`config.mk`:
```
export PLATFORM = sky130hd
export DESIGN_NAME = bitscan_engine
export DESIGN_NICKNAME = d
export VERILOG_FILES = /design/src/rtl/bitscan_pkg.sv /design/src/rtl/bitscan_cursor.sv /design/src/rtl/bitscan_fsm.sv /design/src/rtl/bitscan_engine.sv
export SDC_FILE = /design/constraint.sdc
export NUM_CORES = 1
export LEC_CHECK = 0
export ABC_CLOCK_PERIOD_IN_PS = 8830
export BUFFER_PORTS_ARGS = -buffer_cell sky130_fd_sc_hd__clkbuf_2
export CAP_MARGIN = 0
export CORE_ASPECT_RATIO = 0.7
export CORE_UTILIZATION = 30
export CTS_CLUSTER_DIAMETER = 120
export DETAILED_ROUTE_END_ITERATION = 10
export GPL_TIMING_DRIVEN = 0
export PLACE_DENSITY = 0.53
export SYNTH_ARGS = -nofsm -noshare
export SYNTH_HDL_FRONTEND = slang
export SYNTH_HIERARCHICAL = 1
export SYNTH_SLANG_ARGS = --single-unit
```
`constraint.sdc`:
```
create_clock -name clk -period 8.83 [get_ports clk]
set_clock_uncertainty 0.15 [all_clocks]
set_input_delay 0 -clock clk [delete_from_list [all_inputs] [get_ports clk]]
set_output_delay 0 -clock clk [all_outputs]
set_load 0.05 [all_outputs]
```
`src/rtl/bitscan_pkg.sv`:
```
// Package: shared constants and the controller state type of the bit-string
// search engine. Assumes 32-bit memory words.
package bitscan_pkg;
    localparam int WORD_BITS = 32;
    localparam int OFF_W     = $clog2(WORD_BITS);

    typedef enum logic [1:0] {
        ST_IDLE  = 2'd0,
        ST_FETCH = 2'd1,
        ST_SCAN  = 2'd2,
        ST_FIN   = 2'd3
    } scan_state_t;
endpackage

```
`src/rtl/bitscan_cursor.sv`:
```
// Module: bitscan_cursor
// Holds the scan position (address, bit position, remaining count), the miss
// counter, the zero flag and the fetched word. It decodes whether the current
// bit matches, whether the next step wraps the word, and whether it is the last
// bit. Assumes load_i, take_i and step_i are mutually exclusive.
module bitscan_cursor
    import bitscan_pkg::*;
#(
    parameter int AW = 32,
    parameter int LW = 32,
    parameter int CW = 32
) (
    input  logic                 clk,
    input  logic                 rst_n,
    input  logic                 load_i,
    input  logic                 find_one_i,
    input  logic                 down_i,
    input  logic [AW-1:0]        addr_i,
    input  logic [OFF_W-1:0]     off_i,
    input  logic [LW-1:0]        len_i,
    input  logic [CW-1:0]        skip_i,
    input  logic                 take_i,
    input  logic [WORD_BITS-1:0] word_i,
    input  logic                 step_i,
    output logic [AW-1:0]        addr_o,
    output logic [OFF_W-1:0]     off_o,
    output logic [LW-1:0]        len_o,
    output logic [CW-1:0]        skip_o,
    output logic                 zero_o,
    output logic                 hit_o,
    output logic                 wrap_o,
    output logic                 last_o
);
    localparam logic [AW-1:0]    WORD_STEP = AW'(WORD_BITS / 8);
    localparam logic [OFF_W-1:0] OFF_TOP   = OFF_W'(WORD_BITS - 1);

    logic [AW-1:0]        addr_q;
    logic [OFF_W-1:0]     off_q;
    logic [LW-1:0]        len_q;
    logic [CW-1:0]        skip_q;
    logic                 zero_q;
    logic                 target_q;
    logic                 down_q;
    logic [WORD_BITS-1:0] word_q;

    // Decode the current bit, the word-edge condition and the final-bit condition.
    always_comb begin
        hit_o  = (word_q[off_q] == target_q);
        wrap_o = down_q ? (off_q == '0) : (off_q == OFF_TOP);
        last_o = (len_q == LW'(1));
    end

    // Load, fetch capture and per-bit position update.
    always_ff @(posedge clk) begin
        if (!rst_n) begin
            addr_q   <= '0;
            off_q    <= '0;
            len_q    <= '0;
            skip_q   <= '0;
            zero_q   <= 1'b1;
            target_q <= 1'b0;
            down_q   <= 1'b0;
            word_q   <= '0;
        end else if (load_i) begin
            addr_q   <= {addr_i[AW-1:2], 2'b00};
            off_q    <= off_i;
            len_q    <= len_i;
            skip_q   <= skip_i;
            zero_q   <= 1'b1;
            target_q <= find_one_i;
            down_q   <= down_i;
        end else begin
            if (take_i) begin
                word_q <= word_i;
            end
            if (step_i) begin
                if (hit_o) begin
                    zero_q <= 1'b0;
                end else begin
                    skip_q <= skip_q + CW'(1);
                end
                off_q <= down_q ? off_q - OFF_W'(1) : off_q + OFF_W'(1);
                len_q <= len_q - LW'(1);
                if (wrap_o) begin
                    addr_q <= down_q ? addr_q - WORD_STEP : addr_q + WORD_STEP;
                end
            end
        end
    end

    assign addr_o = addr_q;
    assign off_o  = off_q;
    assign len_o  = len_q;
    assign skip_o = skip_q;
    assign zero_o = zero_q;

    assert_len_step_R5: assert property (@(posedge clk) disable iff (!rst_n)
        step_i && !load_i |=> len_o == $past(len_o) - LW'(1));
    assert_miss_count_R4: assert property (@(posedge clk) disable iff (!rst_n)
        step_i && !load_i && !hit_o |=> skip_o == $past(skip_o) + CW'(1));
    assert_hit_clears_R4: assert property (@(posedge clk) disable iff (!rst_n)
        step_i && !load_i && hit_o |=> !zero_o);
    assert_aligned_R2: assert property (@(posedge clk) disable iff (!rst_n)
        addr_o[1:0] == 2'b00);
endmodule

```
`src/rtl/bitscan_fsm.sv`:
```
// Module: bitscan_fsm
// Sequences a search: accept a request, fetch a word, test one bit per cycle,
// refetch at word edges, and pulse done. Assumes the memory delivers data in
// the first cycle where the request is high and wait is low.
module bitscan_fsm
    import bitscan_pkg::*;
(
    input  logic clk,
    input  logic rst_n,
    input  logic start_i,
    input  logic empty_i,
    input  logic mem_wait_i,
    input  logic hit_i,
    input  logic wrap_i,
    input  logic last_i,
    output logic load_o,
    output logic take_o,
    output logic step_o,
    output logic mem_req_o,
    output logic done_o,
    output logic busy_o
);
    scan_state_t state_q, state_d;

    // Next-state and control decode.
    always_comb begin
        state_d   = state_q;
        load_o    = 1'b0;
        take_o    = 1'b0;
        step_o    = 1'b0;
        mem_req_o = 1'b0;
        unique case (state_q)
            ST_IDLE: begin
                if (start_i) begin
                    load_o  = 1'b1;
                    state_d = empty_i ? ST_FIN : ST_FETCH;
                end
            end
            ST_FETCH: begin
                mem_req_o = 1'b1;
                if (!mem_wait_i) begin
                    take_o  = 1'b1;
                    state_d = ST_SCAN;
                end
            end
            ST_SCAN: begin
                step_o = 1'b1;
                if (hit_i || last_i) begin
                    state_d = ST_FIN;
                end else if (wrap_i) begin
                    state_d = ST_FETCH;
                end
            end
            default: state_d = ST_IDLE;
        endcase
    end

    // State register.
    always_ff @(posedge clk) begin
        if (!rst_n) state_q <= ST_IDLE;
        else        state_q <= state_d;
    end

    assign done_o = (state_q == ST_FIN);
    assign busy_o = (state_q != ST_IDLE);

    assert_wait_holds_R8: assert property (@(posedge clk) disable iff (!rst_n)
        mem_req_o && mem_wait_i |=> mem_req_o);
    assert_done_pulse_R9: assert property (@(posedge clk) disable iff (!rst_n)
        done_o |=> !done_o);
    assert_empty_no_fetch_R3: assert property (@(posedge clk) disable iff (!rst_n)
        load_o && empty_i |=> done_o && !mem_req_o);
    assert_match_stops_R7: assert property (@(posedge clk) disable iff (!rst_n)
        step_o && hit_i |=> done_o);
endmodule

```
`src/rtl/bitscan_engine.sv`:
```
// Module: bitscan_engine (top)
// Serial search of a memory bit string for the first bit equal to a target,
// upward or downward, counting missed bits. Connects the sequencer to the
// position datapath. Assumes the word at mem_addr_o appears on mem_rdata_i
// in the cycle the request is accepted.
module bitscan_engine
    import bitscan_pkg::*;
#(
    parameter int AW = 32,
    parameter int LW = 32,
    parameter int CW = 32
) (
    input  logic                 clk,
    input  logic                 rst_n,
    input  logic                 start_i,
    input  logic                 find_one_i,
    input  logic                 down_i,
    input  logic [AW-1:0]        addr_i,
    input  logic [7:0]           bitoff_i,
    input  logic [LW-1:0]        len_i,
    input  logic [CW-1:0]        skip_i,
    output logic                 mem_req_o,
    output logic [AW-1:0]        mem_addr_o,
    input  logic                 mem_wait_i,
    input  logic [WORD_BITS-1:0] mem_rdata_i,
    output logic                 busy_o,
    output logic                 done_o,
    output logic                 zero_o,
    output logic [AW-1:0]        addr_o,
    output logic [OFF_W-1:0]     bitoff_o,
    output logic [LW-1:0]        len_o,
    output logic [CW-1:0]        skip_o
);
    logic load, take, step, hit, wrap, last;

    bitscan_fsm u_fsm (
        .clk        (clk),
        .rst_n      (rst_n),
        .start_i    (start_i),
        .empty_i    (len_i == '0),
        .mem_wait_i (mem_wait_i),
        .hit_i      (hit),
        .wrap_i     (wrap),
        .last_i     (last),
        .load_o     (load),
        .take_o     (take),
        .step_o     (step),
        .mem_req_o  (mem_req_o),
        .done_o     (done_o),
        .busy_o     (busy_o)
    );

    bitscan_cursor #(.AW(AW), .LW(LW), .CW(CW)) u_cursor (
        .clk        (clk),
        .rst_n      (rst_n),
        .load_i     (load),
        .find_one_i (find_one_i),
        .down_i     (down_i),
        .addr_i     (addr_i),
        .off_i      (bitoff_i[OFF_W-1:0]),
        .len_i      (len_i),
        .skip_i     (skip_i),
        .take_i     (take),
        .word_i     (mem_rdata_i),
        .step_i     (step),
        .addr_o     (addr_o),
        .off_o      (bitoff_o),
        .len_o      (len_o),
        .skip_o     (skip_o),
        .zero_o     (zero_o),
        .hit_o      (hit),
        .wrap_o     (wrap),
        .last_o     (last)
    );

    assign mem_addr_o = addr_o;

    assert_addr_hold_R8: assert property (@(posedge clk) disable iff (!rst_n)
        mem_req_o && mem_wait_i |=> $stable(mem_addr_o));
endmodule

```
After elaboration in Yosys (flattened, before gate mapping):

Index checks and enable logic that the tools add are counted.

* word-level logic and storage cells: 70
* bits in registers: 138
* bits of input ports: 142
* output and inout port bits: 137

* eq/ne operators: 10
* multiplexer cells: 27
* order comparisons: 1
* bitwise operators: 2
* reduce and logical (&&, ||, !) cells: 14
* $add $sub $neg: 6

Operator list (count)
* $mux W32: 9
* $add A32 B1 Y32 const B: 1
* $add A32 B3 Y32 const B: 1
* $eq A32 B1 Y1 const B: 1
* $logic_not A32 Y1: 1
* $sub A32 B1 Y32 const B: 1
* $sub A32 B3 Y32 const B: 1
* $mux W5: 3
* $mux W2: 5
* $reduce_and A2 Y1: 5
* $mux W1: 8
* $lt A5 B6 Y1 const B: 1
* $ne A2 B2 Y1 const B: 3
* $pmux W2 S3: 1
* $reduce_bool A2 Y1: 3
* $add A5 B1 Y5 const B: 1
* $bmux W1 S5: 1
* $eq A5 B5 Y1 const B: 1
* $logic_not A5 Y1: 1
* $sub A5 B1 Y5 const B: 1
* $eq A2 B2 Y1 const B: 2
* $ne A3 B1 Y1 const B: 1
* $reduce_and A3 Y1: 1
* $eq A2 B1 Y1 const B: 1
* 5 further kinds: 6

Longest topological paths before layout:

* depth after elaboration: 6
* depth in mapped cells: 11
* mapped depth without buffers: 9

Modules after synthesis:

Netlist, hierarchy kept.

Modules (own cells, without submodules)
* bitscan_cursor: cells each 1010, area an instance 8046.5 um^2, seq. area each 2682.6 um^2, times used 1
* bitscan_engine: cells each 43, area an instance 312.8 um^2, seq. area each 0.0 um^2, times used 1
* bitscan_fsm: cells each 19, area an instance 138.9 um^2, seq. area each 40.0 um^2, times used 1

Worst setup path before layout:

No wires, ideal clock.

* path kind: flip-flop to flip-flop
* from: register u_cursor.down_q
* to: register u_cursor.addr_q[28], in the netlist u_cursor/addr_o[28]
* buffers on the path: 0
* stages on the path, launching flop included: 10
* arrival time: 2.978 ns
* data required time: 8.554 ns
* library setup time: 0.126 ns
* period minus slack after synthesis: 3.254 ns
* slack: 5.576 ns
* path through: dfxtp_1 > ha_1 > a211oi_1 > o211ai_1 > a32oi_1 > o211ai_1 > a41o_1 > a41oi_1 > xor2_1 > o21ai_0

* longest elaborated chain between the ends: 4
* elaborated cells between the ends (all ways): 7
* those cells by class: 5 x mux; 2 x reduce/logical

RTL lines
* from (decl): RTL line bitscan_cursor.sv:43 `logic down_q;`
* from (signal assigned): RTL line bitscan_cursor.sv:71 `down_q <= down_i;`
* $mux W32: RTL line bitscan_cursor.sv:85 `addr_q <= down_q ? addr_q - WORD_STEP : addr_q + WORD_STEP;`
* $mux W32: RTL line bitscan_cursor.sv:84 `if (wrap_o) begin`
* $mux W32: RTL line bitscan_cursor.sv:76 `if (step_i) begin`
* $mux W32: RTL line bitscan_cursor.sv:64 `end else if (load_i) begin`
* to (signal assigned): RTL line bitscan_cursor.sv:65 `addr_q <= {addr_i[AW-1:2], 2'b00};`
* to (signal assigned): RTL line bitscan_cursor.sv:85
* to (decl): RTL line bitscan_cursor.sv:37 `logic [AW-1:0] addr_q;`

Several ways; a longest one is shown, not always the timed one. The select of a mux whose other input is x is not followed.
A chain may end at the register's enable or synchronous reset.

Final worst setup path:

* from: register u_cursor.down_q
* to: register u_cursor.addr_q[15], in the netlist u_cursor/addr_o[15]

* elaborated cells between the ends (all ways): 7
* those cells by class: 5 x mux; 2 x reduce/logical

RTL lines
* $mux W1: RTL line bitscan_cursor.sv:49 `wrap_o = down_q ? (off_q == '0) : (off_q == OFF_TOP);`
* net wrap: RTL line bitscan_engine.sv:34 `logic load, take, step, hit, wrap, last;`
* $reduce_bool A2 Y1 (no line)
* $reduce_and A2 Y1 (no line)

The timed path passes the listed nets, and every way through them passes these cells. The select of a mux whose other input is x is not followed.

==> flow_metrics.py <==
metrics = {
    "drt": {
        "avgViaCountPerCell": 5.11,
        "vias": 9638,
        "firstDrtPassIters": 5,
        "ant_nets": 0,
        "post_drt_wl_per_cell_um": 18.4,
        "drc": 0,
        "dr.first_iter.drc_count": 580,
        "totalWireLength_mm": 34.7,
    },
    "floorplan": {
        "dieArea_um2": 29000,
        "rows": 51,
        "dieHeight_um": 143,
        "start_util_pct": 30.5,
        "ios": 279,
        "core_um2": 27800,
        "fp.dieW_um": 203,
    },
    "layout": {
        "final_cell_mix": "269 x clkbuf_2, 142 x dlygate4sd3_1, 138 x nand2_1",
        "multi_input_area_um2": 5180,
        "final_common_cell": "clkbuf_2",
        "n_fill_cell": 2919,
        "regArea_um2": 2720,
        "final_layout_size_suffix_gt1_share_pct": 23.5,
        "finish.instance_area_um2": 12300,
        "synthToLayoutAreaGrowth_pct": 45.3,
        "nets": 1681,
        "antenna_cells": 0,
    },
    "clocking": {
        "holdBufCountCts": 142,
        "insertion_delay_ns": 0.44,
        "cts_made_buffers": 17,
        "cts_tree": "built",
        "cts_resized": 0,
        "post_cts_buffers": 0,
        "cts.sinks": 136,
        "h-tree-depth": 4,
        "cts_buffer_depth": 2,
        "root_buffer": "clkbuf_16",
        "path_clk_slew_ns": 0.07,
    },
    "timing": {
        "finalSetupViolCount": 0,
        "hold_slack_ns": 0.187,
        "clock.fmax_mhz": 240,
        "grt_setup_unrepaired": "no",
        "maxSlewViolCount": 0,
        "fin_tns_setup_ns": 0,
        "slew_headroom_pct": 26.9,
        "hold_violations": 0,
        "worst_pin_slew_ns": 1.10,
        "setup_ws_ns": 4.66,
        "fin_crit_ns": 4.17,
        "period_share_pct": 47.2,
    },
    "placed_design": {
        "numPortBuffers": 269,
        "hpwl_mm": 25.6,
        "place_congestion": 0.900,
        "postPlaceCellArea_um2": 10300,
        "preCtsSetupSlack_ns": 4.76,
    },
    "worst_setup_path": {
        "cp.required_ns": 8.96,
        "crit_fanout": 37,
        "crit_type": "register to register",
        "start_kind": "register",
        "arrival_ns": 4.31,
        "endpoint_kind": "register",
        "r2r_cells": 8,
    },
    "logic_synthesis": {
        "netlist_area_um2": 8500,
        "yosys.cell_types.count": 69,
        "ys.flop_type": "dfxtp_1",
        "seq_area_frac_synth_pct": 32.0,
        "synth.avg_cell_area_um2": 7.93,
        "netlist_instances": 1072,
        "synth_seq_cells": 136,
        "async_reset_ff_share_pct": 0,
        "synth_edf_count": 0,
        "ys_warn_count": 6,
    },
    "grt": {
        "antenna_found_initial": 0,
        "gr-total-overflow": 0,
        "grt_util_all_layers_pct": 23.7,
        "grt_max_degree": 38,
        "grt_pass1_vias": 9118,
        "grt_pass1_wl_mm": 52.1,
    },
    "power": {
        "powerDensity_nw_per_um2": 193,
        "p_leak_nw": 5.43,
        "ir_worst_vdd_v": 0.000122,
    },
    "hold_path": {
        "hold_class": "input pin to register",
        "min_path_cells": 4,
    },
    "run_status": {
        "status": "finished, final reports clean",
    },
    "flow_run": {
        "cap_violations": 0,
    },
}
==> path summary, 6_finish.rpt <==
path	startpoint	endpoint	slack [ns]
setup / recovery	u_cursor/down_q	u_cursor/addr_o[15]	4.66
hold / removal	mem_rdata_i[19]	u_cursor/word_q[19]	0.19
setup reg to reg	u_cursor/down_q	u_cursor/addr_o[15]	4.66
hold reg to reg	u_cursor/zero_o	u_cursor/zero_o	0.30
==> Yosys cell counts (18+ instances only) <==
cell        n  area [um^2]
xor2_1     39          342
xnor2_1    40          350
nand2_1   138          518
nand3_1    25          125
inv_1      20         75.1
buf_4      36          270
nor2_1     85          319
nor3_1     18         90.1
clkbuf_1   51          191
a21oi_1   104          521
o21ai_0    66          330
dfxtp_1   136         2720
nand4_1    20          125
ha_1       34          425
a211oi_1   38          285
a21o_1     18          135
and3_1     22          138
==> worst max-delay path, stage by stage (launching register included) <==
cell,delay [ns]
dfxtp_2,0.90
inv_1,0.21
or4_1,0.57
o32ai_1,0.70
nand2_1,0.28
clkbuf_1,0.39
clkbuf_1,0.40
o21ai_0,0.29
a21oi_1,0.09
==> layer usage <==
metal | GRT usage [%] | vias to the layer above | share of wire [%]
met1 | 32.8 | 4515 | 48
met3 | 6.62 | 46 | 7.7
li1 | - | 4690 | -
met4 | 6.69 | 0 | 1.7
met2 | 35.6 | 387 | 43
met5 | 0 | - | 0
==> state kept, by name, summed over array words and instances (netlist names) <==
signal and count:
u_cursor/skip_o 32, u_cursor/addr_o 30, u_fsm/state_q 2, u_cursor/target_q 1
u_cursor/down_q 1, u_cursor/off_o 5, u_cursor/len_o 32, u_cursor/zero_o 1
u_cursor/word_q 32
==> logic make-up after synthesis <==
family / count (synthesis) / share of synthesized area, %
AND/OR/NAND/NOR: 384 / 21.7
AO/OA/AOI/OAI: 294 / 21.5
flip-flops: 136 / 32.0
buffers and inverters: 118 / 7.01
XOR/XNOR: 79 / 8.14
adder cells (fa/ha/maj): 36 / 5.48
multiplexers: 24 / 4.02
other: 1 / 0.0441
==> stage by stage <==
stage	power (mW)	cells	util [%]
floorplan	1.33	1073	-
global placement	1.57	1713	37.1
detailed placement	1.58	1713	37.1
CTS	2.41	1887	44.4
global route	2.50	1887	44.4
finish	2.39	1887	44.4
==> report_power, final <==
part / leakage [nW] / internal (mW) / switching, mW
Clock: 0.296 / 0.452 / 0.316
Combinational: 4.02 / 0.279 / 0.576
Sequential: 1.12 / 0.679 / 0.0873
Total: 5.43 / 1.41 / 0.979
==> cell type report <==
class / count / area share [%]
Clock inverter: 14 / 1.50
Clock buffer: 18 / 3.48
Inverter: 21 / 0.638
Buffer: 97 / 4.18
Multi-Input combinational cell: 819 / 42.0
Tap cell: 371 / 3.76
Timing Repair Buffer: 411 / 22.4
Sequential cell: 136 / 22.1
Power figures use the tool's default switching activity.
